<file path="config.mk">
export PLATFORM = sky130hd
export DESIGN_NAME = peak_input_indicator
export DESIGN_NICKNAME = d
export VERILOG_FILES = /design/src/rtl/peak_pkg.sv /design/src/rtl/peak_refresh_timer.sv /design/src/rtl/peak_extreme_reg.sv /design/src/rtl/peak_input_indicator.sv
export SDC_FILE = /design/constraint.sdc
export NUM_CORES = 1
export LEC_CHECK = 0
export ABC_AREA = 1
export BUFFER_PORTS_ARGS = -buffer_cell sky130_fd_sc_hd__buf_2
export CAP_MARGIN = 20
export CORE_ASPECT_RATIO = 1.1
export CORE_MARGIN = 2
export CORE_UTILIZATION = 61
export DETAILED_ROUTE_END_ITERATION = 7
export HOLD_SLACK_MARGIN = 0.03
export PLACE_DENSITY = 0.85
export SYNTH_ARGS = -nofsm -noshare
export SYNTH_HDL_FRONTEND = slang
export SYNTH_SLANG_ARGS = --single-unit
</file>
<file path="constraint.sdc">
create_clock -name clk -period 2.9 [get_ports clk]
set_clock_uncertainty 0.15 [all_clocks]
set_input_delay 0.435 -clock clk [delete_from_list [all_inputs] [get_ports clk]]
set_output_delay 0.435 -clock clk [all_outputs]
set_load 0.02 [all_outputs]
</file>
<file path="src/rtl/peak_pkg.sv">
package peak_pkg;
  typedef enum logic {
    TRACK_MAX = 1'b0,
    TRACK_MIN = 1'b1
  } track_kind_e;
endpackage

</file>
<file path="src/rtl/peak_refresh_timer.sv">
module peak_refresh_timer #(
  parameter int unsigned        CNT_W        = 24,
  parameter logic [CNT_W-1:0]   REFRESH_LAST = '1
) (
  input  logic clk,
  input  logic rst,
  output logic expire_o
);
  logic [CNT_W-1:0] cnt_q;

  assign expire_o = (cnt_q == REFRESH_LAST);

  always_ff @(posedge clk) begin
    if (rst) begin
      cnt_q <= '0;
    end else if (expire_o) begin
      cnt_q <= '0;
    end else begin
      cnt_q <= cnt_q + 1'b1;
    end
  end

  AST_CNT_RANGE: assert property (@(posedge clk) disable iff (rst)
    cnt_q <= REFRESH_LAST);
  AST_CNT_WRAP: assert property (@(posedge clk) disable iff (rst)
    expire_o |=> (cnt_q == '0));
endmodule

</file>
<file path="src/rtl/peak_extreme_reg.sv">
module peak_extreme_reg
  import peak_pkg::*;
#(
  parameter int unsigned  DATA_W = 16,
  parameter track_kind_e  KIND   = TRACK_MAX
) (
  input  logic              clk,
  input  logic              rst,
  input  logic              vld_i,
  input  logic              load_i,
  input  logic [DATA_W-1:0] smp_i,
  output logic [DATA_W-1:0] q_o
);
  localparam logic [DATA_W-1:0] MOST_NEG = {1'b1, {(DATA_W-1){1'b0}}};
  localparam logic [DATA_W-1:0] MOST_POS = {1'b0, {(DATA_W-1){1'b1}}};

  logic              better;
  logic [DATA_W-1:0] rst_val;

  generate
    if (KIND == TRACK_MAX) begin : g_max
      assign better  = $signed(smp_i) > $signed(q_o);
      assign rst_val = MOST_NEG;
      AST_MAX_NO_DROP: assert property (@(posedge clk) disable iff (rst)
        !load_i |=> $signed(q_o) >= $signed($past(q_o)));
    end else begin : g_min
      assign better  = $signed(smp_i) < $signed(q_o);
      assign rst_val = MOST_POS;
      AST_MIN_NO_RISE: assert property (@(posedge clk) disable iff (rst)
        !load_i |=> $signed(q_o) <= $signed($past(q_o)));
    end
  endgenerate

  always_ff @(posedge clk) begin
    if (rst) begin
      q_o <= rst_val;
    end else if (load_i) begin
      q_o <= smp_i;
    end else if (vld_i && better) begin
      q_o <= smp_i;
    end
  end

  AST_HOLD_NO_VALID: assert property (@(posedge clk) disable iff (rst)
    !vld_i |=> $stable(q_o));
endmodule

</file>
<file path="src/rtl/peak_input_indicator.sv">
module peak_input_indicator
  import peak_pkg::*;
#(
  parameter int unsigned      DATA_W       = 16,
  parameter int unsigned      CNT_W        = 24,
  parameter logic [CNT_W-1:0] REFRESH_LAST = '1
) (
  input  logic              clk,
  input  logic              rst,
  input  logic [DATA_W-1:0] smp_i,
  input  logic              smp_vld_i,
  output logic [DATA_W-1:0] pk_hi_o,
  output logic [DATA_W-1:0] pk_lo_o,
  output logic              refresh_o
);
  logic expire;
  logic armed_q;
  logic do_load;

  peak_refresh_timer #(
    .CNT_W        (CNT_W),
    .REFRESH_LAST (REFRESH_LAST)
  ) u_timer (
    .clk      (clk),
    .rst      (rst),
    .expire_o (expire)
  );

  assign do_load = (expire | armed_q) & smp_vld_i;

  always_ff @(posedge clk) begin
    if (rst) begin
      armed_q   <= 1'b0;
      refresh_o <= 1'b0;
    end else begin
      refresh_o <= do_load;
      if (do_load) begin
        armed_q <= 1'b0;
      end else if (expire) begin
        armed_q <= 1'b1;
      end
    end
  end

  peak_extreme_reg #(.DATA_W(DATA_W), .KIND(TRACK_MAX)) u_hi (
    .clk    (clk),
    .rst    (rst),
    .vld_i  (smp_vld_i),
    .load_i (do_load),
    .smp_i  (smp_i),
    .q_o    (pk_hi_o)
  );

  peak_extreme_reg #(.DATA_W(DATA_W), .KIND(TRACK_MIN)) u_lo (
    .clk    (clk),
    .rst    (rst),
    .vld_i  (smp_vld_i),
    .load_i (do_load),
    .smp_i  (smp_i),
    .q_o    (pk_lo_o)
  );

  logic seen_q;
  always_ff @(posedge clk) begin
    if (rst)            seen_q <= 1'b0;
    else if (smp_vld_i) seen_q <= 1'b1;
  end

  AST_ORDER: assert property (@(posedge clk) disable iff (rst)
    seen_q |-> $signed(pk_hi_o) >= $signed(pk_lo_o));
  AST_RELOAD_EQUAL: assert property (@(posedge clk) disable iff (rst)
    refresh_o |-> (pk_hi_o == pk_lo_o));
  AST_RELOAD_VALUE: assert property (@(posedge clk) disable iff (rst)
    do_load |=> (pk_hi_o == $past(smp_i)) && refresh_o);
  AST_PULSE_ONE: assert property (@(posedge clk) disable iff (rst)
    (refresh_o && REFRESH_LAST != '0) |=> !refresh_o);
endmodule

</file>
# After elaboration in Yosys (flattened, before gate mapping)
# Index checks and enable logic that the tools add are counted.
# Widths: inputs -> output; s select.
# totals
reg_bits	58
inputBits	19
output_inout_bits	33
elab_cells	21
# classes
addsub	1
magnitude_cmp	2
n_eq_ne	1
mux	4
bitwise	2
n_reduce_logical	6
# ops
op	count
$mux 16	4
$add 24x1->24 const B	1
$eq 24x24->1 const B	1
$gt 16x16->1	1
$lt 16x16->1	1
$reduce_bool 2->1	2
$reduce_or 2->1	2
$logic_and 1x1->1	2
$and 1x1->1	1
$or 1x1->1	1

# Depth between registers and ports, before layout
# depth
word_depth	4
depth_mapped	17
ltp_nobuf	16

# Hierarchy
# A second synthesis with hierarchy kept.
# hier_totals
cells_unflattened	503
hier_area_um2	3627.2
# by_module_without_submodules
mod	n_inst	cells_each	area_per_inst_um2	seq_area_each_um2
peak_refresh_timer	1	179	1302.5	480.5
peak_extreme_reg at u_hi	1	174	1229.9	320.3
peak_extreme_reg at u_lo	1	143	1026.0	320.3
peak_input_indicator	1	7	68.8	40.0

# Least setup slack after synthesis
# OpenSTA, ideal clock, no wires.
# synth_timing
kind	register -> register
from	reg u_lo.q_o[5]
to	reg u_lo.q_o[10]
setup_time_ns	0.134
arrival_ns	1.801
required_ns	2.616
setup_slack_ns	0.816
stages_incl_launch_ff	14
n_path_buf	1
synth_period_minus_slack_ns	2.084
path_cell_list	dfxtp_1 > inv_1 > ha_1 > a21oi_1 > nor2_1 > nor3_1 > nand2_1 > nand2_1 > nand2_1 > nand2_1 > nand3_2 > buf_2 > nand3_1 > nand3_1
# synth_via
elab_chain_cells	3
# synth_rtl
item	line	source
start, declared	peak_extreme_reg.sv:12	output logic [DATA_W-1:0] q_o
start signal, assigned	peak_extreme_reg.sv:36	q_o <= rst_val;
start signal, assigned	peak_extreme_reg.sv:38	q_o <= smp_i;
start signal, assigned	peak_extreme_reg.sv:40	q_o <= smp_i;
$lt 16x16->1	peak_extreme_reg.sv:27	assign better = $signed(smp_i) < $signed(q_o);
$logic_and 1x1->1	peak_extreme_reg.sv:39	end else if (vld_i && better) begin
$reduce_bool 2->1 (no line)	--	
# Every way passes these cells.
# A chain may end at the register's enable or synchronous reset.

# Final worst setup path
# layout_timing
from	reg u_lo.q_o[15]
to	reg u_lo.q_o[3]
# The elaborated chain is that of the path after synthesis.

==> summary.md <==
| Metric | Value |
|---|---|
| Number of cell rows | 28 |
| Measured slew at the worst slew-check pin | 0.583 ns |
| Antenna diode instance count | 0 |
| Synth top cells by count | 100 x nand2_1, 60 x inv_1, 58 x dfxtp_1 |
| Layout cell share with drive strength beyond 1 | 0.182 |
| Synthesis-to-finish area growth | 14.1% |
| PortBufs | 51 |
| Final ANT Viol Nets | 0 |
| H-tree depth | 3 |
| Die area | 6160 µm² |
| Grt ovf | 0 |
| Synth Cell Area | 3380 µm² |
| CP cell instances | inv_1 > ha_1 > a21oi_1 > o21ai_0 > nor2_1 > nand2_1 > nand2_1 > nand3_2 > nand2_4 > nand2_1 > nand3_1 |
| Peak supply drop | 463 µV |
| CTS Buf Count | 9 |
| Root Driver | clkbuf_8 |
| Power density over the cells | 656 nW/µm² |
| Worst-path clk slew | 0.07 ns |
| Die width | 75.0 µm |
| CP Launch Type | flop |
| # DRC | 0 |
| Setup TNS | 0 ns |
| Status | finished clean |
| CP max-delay cell | ha_1 |
| Kind of path behind the tightest hold check | in2reg |
| CP max FO | 18 |
| Relative slew margins | 0.611 |
| Count leader, synth | nand2_1 |
| Vias in the first global route | 2901 |
| Largest area contributor in the netlist | dfxtp_1 |
| Drt first pass iters | 4 |
| Peak Freq | 404 MHz |
| Final wirelength | 7450 µm |
| CP max stage delay | 0.36 ns |
| Final Hold Viols | 0 |
| Sequential area share after synthesis | 0.343 |
| Fill count | 433 |
| Largest net degree at the start of global routing | 52 |
| Number of post-CTS setup repair buffers | 0 |
| Sink Count | 58 |
| Global-route wire length before repair | 12400 µm |
| Resize count post-CTS | 0 |
| DR iter-0 viols | 88 |
| Max Cap Viol | 0 |
| Crit end category | flop |
| Crit Path Category | reg2reg |
| FF+latch count, synth | 58 |
| Syn Inst Count | 468 |
| Placed wire-length estimate | 5370 µm |
| CP arrival | 2.60 ns |
| Slack of the worst reg-to-reg path | 0.43 ns |
| EDFF count, synth | 0 |
| Initial Util | 0.631 |
| Synth warn | 0 |
| Gr usage total | 0.261 |
| Static leakage | 0.00200 µW |
| Area of the multi-input gates | 1880 µm² |
| Io pins | 52 |
| DIE HEIGHT | 82.1 µm |
| Top_reg_cell synth | dfxtp_1 |
| Vias per inst | 5.24 |
| Max Slew Vio Count | 0 |
| Routability Congestion | 0.912 |
| Final min period | 2.47 ns |
| TritonCTS clock tree | built |
| Core Area | 5360 µm² |
| Worst path required time | 3.03 ns |
| Clock buffer depth | 2 |
| Distinct cells, synth | 38 |
| Nets | 569 |
| Final setup violation count | 0 |
| Antenna violations before repair | 0 |
| RSZ-0062 raised after global routing | false |
| Mean Syn Cell Area | 7.23 µm² |
| Area contributors post-synth | dfxtp_1 34%, ha_1 12%, nand2_1 11% |
| Syn_nets | 519 |
| Final Cycle Share | 0.853 |
| Fin util | 0.720 |
| CP most frequent cell | nand2_1 |
| Hold buffers post-CTS | 0 |
| WL/cell | 12.5 µm |
| Via Count | 3136 |
| Worst-Skew Late Latency | 0.34 ns |
| Sequential cell area | 1160 µm² |
| Share of the synthesized area in the top cell type | 0.343 |
| Fraction of registers with async set/reset | 0 |
-- stage by stage --
step,area [µm²],total power [µW],hold WS (ns),setup WS (ns),std cells
floorplan,3380,1540,0.263,0.816,468
global placement,3660,1730,0.273,0.333,582
detailed placement,3660,1760,0.291,0.309,582
CTS,3860,2540,0.114,0.433,598
global route,3860,2700,0.115,0.259,598
finish,3860,2530,0.124,0.427,598
-- flip-flops by register name, summed over array words and instances, names as in the netlist --
| signal | flops |
|---|---|
| u_timer.cnt_q | 24 |
| u_lo.q_o | 16 |
| refresh_o | 1 |
| armed_q | 1 |
| u_hi.q_o | 16 |
-- cells by family after synthesis --
family	synth area share
flip-flops	0.343
AND/OR/NAND/NOR	0.337
adder cells (fa/ha/maj)	0.118
XOR/XNOR	0.0311
buffers and inverters	0.101
AO/OA/AOI/OAI	0.0692
-- cells in the final DEF (no fill, tap or decap), types with 4 or more instances in the layout --
| master | count |
|---|---|
| xor2_1 | 7 |
| buf_2 | 51 |
| nand2_1 | 100 |
| nand3_2 | 8 |
| nand2_2 | 4 |
| inv_1 | 60 |
| a21oi_1 | 30 |
| nand3_1 | 51 |
| ha_1 | 32 |
| dfxtp_1 | 58 |
| xnor2_1 | 5 |
| nor2_1 | 54 |
| o21ai_0 | 5 |
| nor3_1 | 7 |
| clkbuf_8 | 11 |
| buf_4 | 4 |
-- per-layer routing --
metal | track usage | wire (µm) | up-vias | share of wire
met5 | 0 | 0 | - | 0
met4 | 0.111 | 143 | 0 | 0.019
met3 | 0.0461 | 289 | 15 | 0.039
met2 | 0.481 | 3930 | 60 | 0.53
met1 | 0.291 | 3090 | 1457 | 0.41
li1 | - | - | 1604 | -
-- power breakdown --
| part | switching (µW) | internal [µW] |
|---|---|---|
| combinational | 513 | 297 |
| sequential | 58.8 | 891 |
| clock | 331 | 442 |
-- critical path: cells and delay by family (launching register included) --
family | cells | cell delay [ns]
AOI/OAI and AO/OA | 2 | 0.30
adders and majority gates | 1 | 0.36
buffers and inverters | 1 | 0.06
DFF | 1 | 0.33
and+or+nand+nor | 7 | 1.19
-- final cells by class --
class	instances	area share
multi-input combinational	331	0.487
sequential	58	0.301
timing repair buffer	55	0.0739
inverter	63	0.0612
clock buffer	12	0.0402
tap	75	0.0243
clock inverter	4	0.0130
-- path summary, 6_finish.rpt --
path	end	cells past startpoint	startpoint
min reg2reg	u_timer.cnt_q[0]	1	u_timer.cnt_q[0]
max	u_lo.q_o[3]	11	u_lo.q_o[15]
max reg2reg	u_lo.q_o[3]	11	u_lo.q_o[15]
min	refresh_o	2	rst
No activity file was read; power rests on OpenSTA's default activity.
